[src/rtl/wsync_pkg.sv]
package wsync_pkg;

    typedef enum logic [1:0] {
        ST_REQ   = 2'd0,
        ST_HUNT  = 2'd1,
        ST_TRAIN = 2'd2,
        ST_SYNC  = 2'd3
    } lane_st_e;

endpackage

[src/rtl/wsync_pos.sv]
module wsync_pos #(
    parameter int MOD = 34,
    localparam int PW = $clog2(MOD)
) (
    input  logic          clk,
    input  logic          rst_n,
    input  logic          step,
    output logic [PW-1:0] pos
);

    logic [PW-1:0] pos_d, pos_q;

    always_comb begin
        pos_d = pos_q;
        if (step) begin
            if (pos_q == PW'(MOD - 1)) begin
                pos_d = '0;
            end else begin
                pos_d = pos_q + PW'(1);
            end
        end
    end

    always_ff @(posedge clk or negedge rst_n) begin
        if (!rst_n) begin
            pos_q <= '0;
        end else begin
            pos_q <= pos_d;
        end
    end

    assign pos = pos_q;

    AST_POS_IN_RANGE: assert property (@(posedge clk) disable iff (!rst_n)
        pos_q < PW'(MOD));

endmodule

[src/rtl/wsync_lane.sv]
module wsync_lane
    import wsync_pkg::*;
#(
    parameter int            WORD_W    = 34,
    parameter int            RST_LEN   = 8,
    parameter int            SLIP_WAIT = 2,
    parameter int            ALIGN_RUN = 32,
    parameter logic [WORD_W-1:0] REQ_PAT   = 34'h3F00F0CC3,
    parameter logic [WORD_W-1:0] ALIGN_PAT = 34'h2B3C51E97,
    parameter logic [WORD_W-1:0] IDLE_PAT  = 34'h14D2AE368,
    localparam int PW  = $clog2(WORD_W),
    localparam int RCW = $clog2(RST_LEN + 1),
    localparam int SWW = $clog2(SLIP_WAIT + 1),
    localparam int RUW = $clog2(ALIGN_RUN + 1)
) (
    input  logic              clk,
    input  logic              rst_n,
    input  logic              lane_en,
    input  logic [WORD_W-1:0] rx_word,
    output logic [WORD_W-1:0] tx_word,
    output logic              rx_slip,
    output logic              link_up,
    output logic [PW-1:0]     rx_pos,
    output logic [PW-1:0]     tx_pos
);

    typedef struct packed {
        lane_st_e       st;
        logic [RCW-1:0] req_cnt;
        logic [SWW-1:0] settle;
        logic [RUW-1:0] run;
        logic           slip;
    } lane_reg_t;

    lane_reg_t r_d, r_q;
    logic      tx_adv;
    logic      is_align, is_idle, is_req;

    assign is_align = (rx_word == ALIGN_PAT);
    assign is_idle  = (rx_word == IDLE_PAT);
    assign is_req   = (rx_word == REQ_PAT);

    always_comb begin
        r_d      = r_q;
        r_d.slip = 1'b0;
        tx_adv   = 1'b0;
        if (!lane_en) begin
            r_d.st      = ST_REQ;
            r_d.req_cnt = '0;
            r_d.settle  = '0;
            r_d.run     = '0;
        end else begin
            case (r_q.st)
                ST_REQ: begin
                    if (r_q.req_cnt == RCW'(RST_LEN - 1)) begin
                        r_d.st     = ST_HUNT;
                        r_d.settle = '0;
                    end else begin
                        r_d.req_cnt = r_q.req_cnt + RCW'(1);
                    end
                end
                ST_HUNT: begin
                    if (r_q.settle != '0) begin
                        r_d.settle = r_q.settle - SWW'(1);
                    end else if (is_align) begin
                        r_d.st  = ST_TRAIN;
                        r_d.run = '0;
                    end else begin
                        r_d.slip   = 1'b1;
                        r_d.settle = SWW'(SLIP_WAIT);
                    end
                end
                ST_TRAIN: begin
                    if (is_idle) begin
                        r_d.st = ST_SYNC;
                    end else if (is_align) begin
                        if (r_q.run == RUW'(ALIGN_RUN - 1)) begin
                            r_d.run = '0;
                            tx_adv  = 1'b1;
                        end else begin
                            r_d.run = r_q.run + RUW'(1);
                        end
                    end else begin
                        r_d.run = '0;
                    end
                end
                ST_SYNC: begin
                    if (is_align || is_req) begin
                        r_d.st      = ST_REQ;
                        r_d.req_cnt = '0;
                    end
                end
                default: r_d.st = ST_REQ;
            endcase
        end
    end

    always_ff @(posedge clk or negedge rst_n) begin
        if (!rst_n) begin
            r_q <= '{st: ST_REQ, req_cnt: '0, settle: '0, run: '0, slip: 1'b0};
        end else begin
            r_q <= r_d;
        end
    end

    always_comb begin
        case (r_q.st)
            ST_TRAIN: tx_word = ALIGN_PAT;
            ST_SYNC:  tx_word = IDLE_PAT;
            default:  tx_word = REQ_PAT;
        endcase
    end

    assign rx_slip = r_q.slip;
    assign link_up = (r_q.st == ST_SYNC);

    wsync_pos #(.MOD(WORD_W)) u_rx_pos (
        .clk   (clk),
        .rst_n (rst_n),
        .step  (r_d.slip),
        .pos   (rx_pos)
    );

    wsync_pos #(.MOD(WORD_W)) u_tx_pos (
        .clk   (clk),
        .rst_n (rst_n),
        .step  (tx_adv),
        .pos   (tx_pos)
    );

    AST_SLIP_SINGLE: assert property (@(posedge clk) disable iff (!rst_n)
        rx_slip |=> !rx_slip);
    AST_SLIP_ON_MISS: assert property (@(posedge clk) disable iff (!rst_n)
        rx_slip |-> $past(rx_word != ALIGN_PAT));
    AST_RX_POS_STEP: assert property (@(posedge clk) disable iff (!rst_n)
        rx_slip |-> (rx_pos == (($past(rx_pos) == PW'(WORD_W - 1)) ? '0 : $past(rx_pos) + PW'(1))));
    AST_TX_POS_FROZEN: assert property (@(posedge clk) disable iff (!rst_n)
        (r_q.st != ST_TRAIN) |=> $stable(tx_pos));
    AST_SYNC_NEEDS_IDLE: assert property (@(posedge clk) disable iff (!rst_n)
        $rose(link_up) |-> $past(rx_word == IDLE_PAT));
    AST_DISABLED_QUIET: assert property (@(posedge clk) disable iff (!rst_n)
        !lane_en |=> (!link_up && !rx_slip));

endmodule

[src/rtl/wsync_ready.sv]
module wsync_ready #(
    parameter int NUM_LANES = 4
) (
    input  logic                 clk,
    input  logic                 rst_n,
    input  logic [NUM_LANES-1:0] lane_en,
    input  logic [NUM_LANES-1:0] link_up,
    output logic                 irq
);

    logic irq_d, irq_q;

    always_comb begin
        irq_d = (|lane_en) && (&(link_up | ~lane_en));
    end

    always_ff @(posedge clk or negedge rst_n) begin
        if (!rst_n) begin
            irq_q <= 1'b0;
        end else begin
            irq_q <= irq_d;
        end
    end

    assign irq = irq_q;

    AST_IRQ_DROPS: assert property (@(posedge clk) disable iff (!rst_n)
        (|(lane_en & ~link_up)) |=> !irq);
    AST_IRQ_NONE_ENABLED: assert property (@(posedge clk) disable iff (!rst_n)
        (lane_en == '0) |=> !irq);

endmodule

[src/rtl/wsync_align.sv]
module wsync_align
    import wsync_pkg::*;
#(
    parameter int NUM_LANES = 4,
    parameter int WORD_W    = 34,
    parameter int RST_LEN   = 8,
    parameter int SLIP_WAIT = 2,
    parameter int ALIGN_RUN = 32,
    parameter logic [WORD_W-1:0] REQ_PAT   = 34'h3F00F0CC3,
    parameter logic [WORD_W-1:0] ALIGN_PAT = 34'h2B3C51E97,
    parameter logic [WORD_W-1:0] IDLE_PAT  = 34'h14D2AE368
) (
    input  logic                                 clk,
    input  logic                                 rst_n,
    input  logic [NUM_LANES-1:0]                 lane_en,
    input  logic [NUM_LANES*WORD_W-1:0]          rx_word,
    output logic [NUM_LANES-1:0]                 rx_slip,
    output logic [NUM_LANES*$clog2(WORD_W)-1:0]  rx_pos,
    output logic [NUM_LANES*WORD_W-1:0]          tx_word,
    output logic [NUM_LANES*$clog2(WORD_W)-1:0]  tx_pos,
    output logic [NUM_LANES-1:0]                 link_up,
    output logic                                 irq
);

    localparam int PW = $clog2(WORD_W);

    for (genvar g = 0; g < NUM_LANES; g++) begin : g_lane
        wsync_lane #(
            .WORD_W    (WORD_W),
            .RST_LEN   (RST_LEN),
            .SLIP_WAIT (SLIP_WAIT),
            .ALIGN_RUN (ALIGN_RUN),
            .REQ_PAT   (REQ_PAT),
            .ALIGN_PAT (ALIGN_PAT),
            .IDLE_PAT  (IDLE_PAT)
        ) u_lane (
            .clk     (clk),
            .rst_n   (rst_n),
            .lane_en (lane_en[g]),
            .rx_word (rx_word[g*WORD_W +: WORD_W]),
            .tx_word (tx_word[g*WORD_W +: WORD_W]),
            .rx_slip (rx_slip[g]),
            .link_up (link_up[g]),
            .rx_pos  (rx_pos[g*PW +: PW]),
            .tx_pos  (tx_pos[g*PW +: PW])
        );
    end

    wsync_ready #(.NUM_LANES(NUM_LANES)) u_ready (
        .clk     (clk),
        .rst_n   (rst_n),
        .lane_en (lane_en),
        .link_up (link_up),
        .irq     (irq)
    );

endmodule

[config.mk]
export PLATFORM = sky130hd
export DESIGN_NAME = wsync_align
export DESIGN_NICKNAME = d
export VERILOG_FILES = /design/src/rtl/wsync_pkg.sv /design/src/rtl/wsync_pos.sv /design/src/rtl/wsync_lane.sv /design/src/rtl/wsync_ready.sv /design/src/rtl/wsync_align.sv
export SDC_FILE = /design/constraint.sdc
export NUM_CORES = 1
export LEC_CHECK = 0
export ABC_AREA = 0
export BUFFER_PORTS_ARGS = -buffer_cell sky130_fd_sc_hd__buf_2
export CAP_MARGIN = 0
export CORE_MARGIN = 5
export CORE_UTILIZATION = 50
export DETAILED_ROUTE_END_ITERATION = 12
export PLACE_DENSITY = 0.82
export SYNTH_ARGS = -nofsm -noshare
export SYNTH_HDL_FRONTEND = slang
export SYNTH_HIERARCHICAL = 1
export SYNTH_SLANG_ARGS = --single-unit
[constraint.sdc]
create_clock -name clk -period 3.2 [get_ports clk]
set_input_delay 0.16 -clock clk [delete_from_list [all_inputs] [get_ports clk]]
set_output_delay 0.16 -clock clk [all_outputs]
set_load 0.02 [all_outputs]
# After elaboration in Yosys (flattened, before gate mapping)
# Cells that the tools add are included.
# totals
inputBits	142
out_inout_bits	193
word_cells	286
regBits	109
# classes
n_reduce_logical	31
bitwise	2
n_mux	120
addsub	20
n_eq_ne	84
# ops
operator	n
34-bit equality test (second input constant)	8
34-bit case mux with 2 select lines	4
6-bit two-way mux	28
34-bit by 33-bit equality test with 1-bit output (second input constant)	4
6-bit by 1-bit adder with 6-bit output (second input constant)	12
14-bit two-way mux	4
2-bit two-way mux	28
6-bit equality test (second input constant)	8
3-bit inequality test (second input constant)	16
6-bit case mux with 2 select lines	4
3-bit by 1-bit inequality test with 1-bit output (second input constant)	12
3-bit by 2-bit inequality test with 1-bit output (second input constant)	12
1-bit two-way mux	32
2-bit case mux with 4 select lines	4
4-bit case mux with 2 select lines	4
7-bit two-way mux	4
6-bit by 5-bit equality test with 1-bit output (second input constant)	4
3-bit AND reduction	8
4-bit AND reduction	5
5-bit AND reduction	4
4-bit by 1-bit adder with 4-bit output (second input constant)	4
2-bit equality test (second input constant)	8
4-bit by 3-bit equality test with 1-bit output (second input constant)	4
4-bit two-way mux	4
other kinds (11)	32

# Longest topological paths before layout
# logic_depth
ltp_word	6
depth_mapped	8
depth_no_buf	8

# Modules after synthesis
# Netlist, hierarchy kept.
# modules_own_cells
mod	seq_area_each_um2	instances	cells_per_inst	area_per_inst_um2
wsync_lane	375.4	4	188	1550.2
wsync_pos	150.1	8	28	299.0
wsync_ready	25.0	1	9	63.8

# Least setup slack after synthesis
# No wires, ideal clock.
# synth_timing
path_type	register -> register
start	register g_lane[0].u_lane/r_q[13] (netlist bit)
end	register g_lane[0].u_lane.u_tx_pos.pos_q[5]
setup_ns	0.087
synth_period_minus_slack_ns	2.286
path_slack_ns	0.914
stages_incl_launch_ff	8
path_buffers	0
required_ns	3.113
t_arrival_ns	2.199
path_cell_list	dfrtp_1 > inv_1 > ha_1 > nand2_1 > nor3_1 > nand4_2 > or3_1 > a22oi_1
# synth_via
elab_chain_cells	3
# synth_lines
item	line	source
start, declared	wsync_lane.sv:35	lane_reg_t r_d, r_q;
start signal, assigned	wsync_lane.sv:100	r_q <= '{st: ST_REQ, req_cnt: '0, settle: '0, run: '0, slip: 1'b0};
start signal, assigned	wsync_lane.sv:102	r_q <= r_d;
2-bit equality test	wsync_lane.sv:53	case (r_q.st)
1-bit two-way mux	wsync_lane.sv:53	
1-bit two-way mux	wsync_lane.sv:47	if (!lane_en) begin
net g_lane[0].u_lane.tx_adv	wsync_lane.sv:36	logic tx_adv;
end signal, assigned	wsync_pos.sv:28	pos_q <= pos_d;
end, declared	wsync_pos.sv:11	logic [PW-1:0] pos_d, pos_q;
# The timed path passes the listed nets, and every way through them passes these cells.
# A chain may end at the register's enable or synchronous reset.

# Final worst setup path
# layout_timing
start	register g_lane[1].u_lane/r_q[13] (netlist bit)
end	register g_lane[1].u_lane.u_tx_pos.pos_q[5]
# layout_via
elab_chain_cells	3
# layout_lines
item	line
start, declared	wsync_lane.sv:35
start signal, assigned	wsync_lane.sv:100
start signal, assigned	wsync_lane.sv:102
2-bit equality test	wsync_lane.sv:53
1-bit two-way mux	wsync_lane.sv:53
1-bit two-way mux	wsync_lane.sv:47
net g_lane[1].u_lane.tx_adv	wsync_lane.sv:36
end signal, assigned	wsync_pos.sv:28
end, declared	wsync_pos.sv:11
# The timed path passes the listed nets, and every way through them passes these cells.

==> flow_metrics.py <==
metrics = {
    "run_status": {
        "status": "completed",
    },
    "finish": {
        "layout-drive-gt1-share_pct": 33.7,
        "final_nets": 1404,
        "multi_input_area_mm2": 0.00480,
        "regArea_mm2": 0.00273,
        "synthToLayoutAreaGrowth_pct": 15.9,
        "fillers": 1471,
        "final_core_util_pct": 58.6,
        "fin_area_mm2": 0.0100,
        "n_antenna_cell": 0,
    },
    "floorplanning": {
        "initial_core_util_pct": 50.6,
        "die_area_mm2": 0.0200,
        "core-area_mm2": 0.0171,
        "num_rows": 48,
        "die_x_um": 142,
        "die_h_um": 142,
        "ios": 335,
    },
    "clock_network": {
        "htree_levels": 3,
        "cts_root_buf": "clkbuf_16",
        "cts.sinks": 109,
        "insertion_delay_ps": 350,
        "clockBufferDepth": 2,
        "numCtsBuffers": 9,
        "cts-resized-gates": 0,
        "cts_tree": "yes",
        "postCtsHoldBufs": 1,
        "cts.clk_slew.worst_paths_ps": 70,
        "cts_setup_buffers": 0,
    },
    "power_and_ir_drop": {
        "clkPwrFrac_pct": 28.8,
        "p_int_w": 0.00245,
        "seqPwrFrac_pct": 45.0,
        "combPwrFrac_pct": 26.3,
        "p_sw_w": 0.00126,
        "totalPowerFinal_w": 0.00372,
        "p_per_area_mw_per_mm2": 370,
        "power_leakage_nw": 4.86,
        "vdd_drop_max_mv": 0.290,
        "p_sw_share_pct": 34.0,
    },
    "logic_synthesis": {
        "syn-instance-count": 985,
        "synth.distinct_cells": 51,
        "ys_seq_area_share_pct": 31.5,
        "ys_ff_latch": 109,
        "yosysTopAreaCell": "dfrtp_1",
        "avgSynthCellArea_um2": 8.79,
        "synth-edff-count": 0,
        "yosysWarnings": 6,
        "synth_top_area_share_pct": 31.5,
        "synth_fp_nets": 1183,
        "synthTopCellsByArea": "dfrtp_1 32%, buf_4 10%, ha_1 8.1%",
        "async_reset_ff_share_pct": 100,
        "synth_ff_type": "dfrtp_1",
        "netlist_area_mm2": 0.00866,
    },
    "placed_design": {
        "io_buffers": 330,
        "routabilityCongestion": 0.842,
        "dp_slack_ps": 940,
        "placed_area_mm2": 0.00974,
        "dp_hpwl_um": 16400,
    },
    "setup_path": {
        "cp-startpoint": "g_lane[1].u_lane/r_q[13]",
        "crit_fanout": 12,
        "critPathLaunchType": "flip-flop",
        "critPathRequiredTime_ps": 3460,
        "reg2reg_to": "g_lane[1].u_lane/u_tx_pos/pos[5]",
        "r2r-start": "g_lane[1].u_lane/r_q[13]",
        "crit_type": "flip-flop to flip-flop",
        "reg2regPathDepth": 8,
        "regToRegSetupSlack_ps": 1000,
        "cp_data_arrival_time_ps": 2460,
        "end_kind": "flip-flop",
    },
    "sta": {
        "slew_headroom_pct": 47.5,
        "rsz0062_at_grt": "false",
        "fin_worst_skew_ps": 9.62,
        "drv_slew": 0,
        "hold_violations": 0,
        "period_needed_ps": 2200,
        "fin_crit_sh_pct": 68.8,
        "fmax_mhz": 454,
        "tightest_slew_ps": 788,
        "setup_viol": 0,
        "setup_ws_ps": 999,
        "finalSetupTns_ps": 0,
    },
    "global_routing": {
        "grt_util_all_layers_pct": 19.5,
        "antenna_found_initial": 0,
        "grt_pass1_vias": 7324,
        "grt_pass1_wl_um": 33100,
        "grt_max_degree": 71,
        "overflow": 0,
    },
    "hold_path": {
        "hold_path.class": "primary input to flip-flop",
        "min-delay-start": "lane_en[3]",
        "min_to": "g_lane[3].u_lane/r_q[11]",
        "hold_depth": 3,
    },
    "routing": {
        "drc_errors": 0,
        "routed-via-count": 7813,
        "firstDrtPassIters": 4,
        "wirelength_um": 20500,
        "drt_iter0_markers": 337,
        "postRouteAntennaNets": 0,
        "post_drt_wl_per_cell_um": 14.3,
        "route.detailed.vias_per_inst": 5.44,
    },
    "run": {
        "cap_violations": 0,
    },
}
routing by layer:
layer	GRT usage, %	up-vias	share of wire [%]
met5	0	-	0
met4	5.81	0	1.3
met3	2.56	20	5.8
met2	35.0	225	50
met1	24.3	3670	43
li1	-	3898	-
cells by family (layout without fill, tap and decap cells):
logic type	count (synthesis)	after routing	synth area share [%]
xor+xnor	16	16	1.62
other cells	4	4	0.173
fa+ha+maj	56	56	8.09
buf+inv	180	405	13.0
mux	16	16	1.91
compound gates	166	166	12.9
flops	109	109	31.5
simple gates	438	438	30.8
synthesized netlist by cell type, drive strengths merged (12+ instances only):
| library cell | count |
|---|---|
| a21oi | 24 |
| and2 | 16 |
| and4 | 12 |
| buf | 120 |
| clkbuf | 12 |
| dfrtp | 109 |
| ha | 56 |
| inv | 48 |
| mux2i | 12 |
| nand2 | 108 |
| nand2b | 16 |
| nand3 | 48 |
| nand4 | 36 |
| nor2 | 44 |
| nor3 | 17 |
| nor3b | 12 |
| nor4 | 21 |
| nor4bb | 20 |
| o21ai | 68 |
| or2 | 16 |
| or2b | 16 |
| xnor2 | 16 |
layout by cell type, fill, tap and decap left out, types with 9 or more instances in the layout:
| cell type | count |
|---|---|
| buf_2 | 329 |
| dfrtp_1 | 109 |
| nand2_1 | 108 |
| o21ai_0 | 60 |
| ha_1 | 56 |
| inv_1 | 48 |
| nand3_1 | 48 |
| nor2_1 | 44 |
| nand4_1 | 28 |
| a21oi_1 | 24 |
| nor4bb_1 | 20 |
| nor3_1 | 17 |
| nor4_1 | 17 |
| or2_2 | 16 |
| and2_1 | 16 |
| nand2b_1 | 16 |
| or2b_1 | 16 |
| xnor2_1 | 16 |
| nor3b_1 | 12 |
| mux2i_1 | 12 |
| buf_4 | 11 |
| o22ai_1 | 10 |
| clkbuf_16 | 9 |
power by group through the flow:
stage	clock [W]	sequential, W	combinational [W]
after floorplan	0	0.00175	0.000563
after global placement	0	0.00169	0.000947
after detailed placement	0	0.00170	0.000983
after CTS	0.00111	0.00167	0.000988
after global routing	0.00116	0.00170	0.00110
final	0.00107	0.00167	0.000976
through the flow:
stage / hold slack, ps / cells
after CTS: 150 / 1435
after global placement: 178 / 1419
final: 167 / 1435
after detailed placement: 182 / 1419
after global routing: 181 / 1435
after floorplan: -136 / 985
critical path, stage by stage, from the launching register on:
cell and delay (ps):
dfrtp_1 450, inv_1 130, ha_1 360, nand2_1 90, nor3_1 200, buf_4 190
nand4_2 140, or3_1 380, a22oi_1 180
layout make-up:
| class | instances | share of cell area [%] |
|---|---|---|
| timing repair buffer | 342 | 17.5 |
| multi-input combinational | 696 | 47.9 |
| clock buffer | 10 | 2.38 |
| tap | 225 | 2.81 |
| inverter | 48 | 1.80 |
| sequential | 109 | 27.2 |
| clock inverter | 5 | 0.436 |
registers in the layout, indices dropped and copies added (netlist names):
| name | count |
|---|---|
| g_lane.u_lane/rx_slip | 4 |
| g_lane.u_lane/u_tx_pos/pos | 24 |
| u_ready/irq | 1 |
| g_lane.u_lane/u_rx_pos/pos | 24 |
| g_lane.u_lane/r_q | 56 |
worst max path at each step:
| stage | end | slack [ps] |
|---|---|---|
| 2_1_floorplan | g_lane[0].u_lane/u_tx_pos/pos[5] | 910 |
| 3_3_place_gp | g_lane[0].u_lane/u_tx_pos/pos[5] | 1020 |
| 3_5_place_dp | g_lane[1].u_lane/u_tx_pos/pos[5] | 940 |
| 4_1_cts | g_lane[0].u_lane/u_tx_pos/pos[5] | 980 |
| 5_1_grt | g_lane[2].u_lane/u_rx_pos/pos[5] | 760 |
| 6_report | g_lane[1].u_lane/u_tx_pos/pos[5] | 1000 |
No activity file was read; power rests on OpenSTA's default activity.
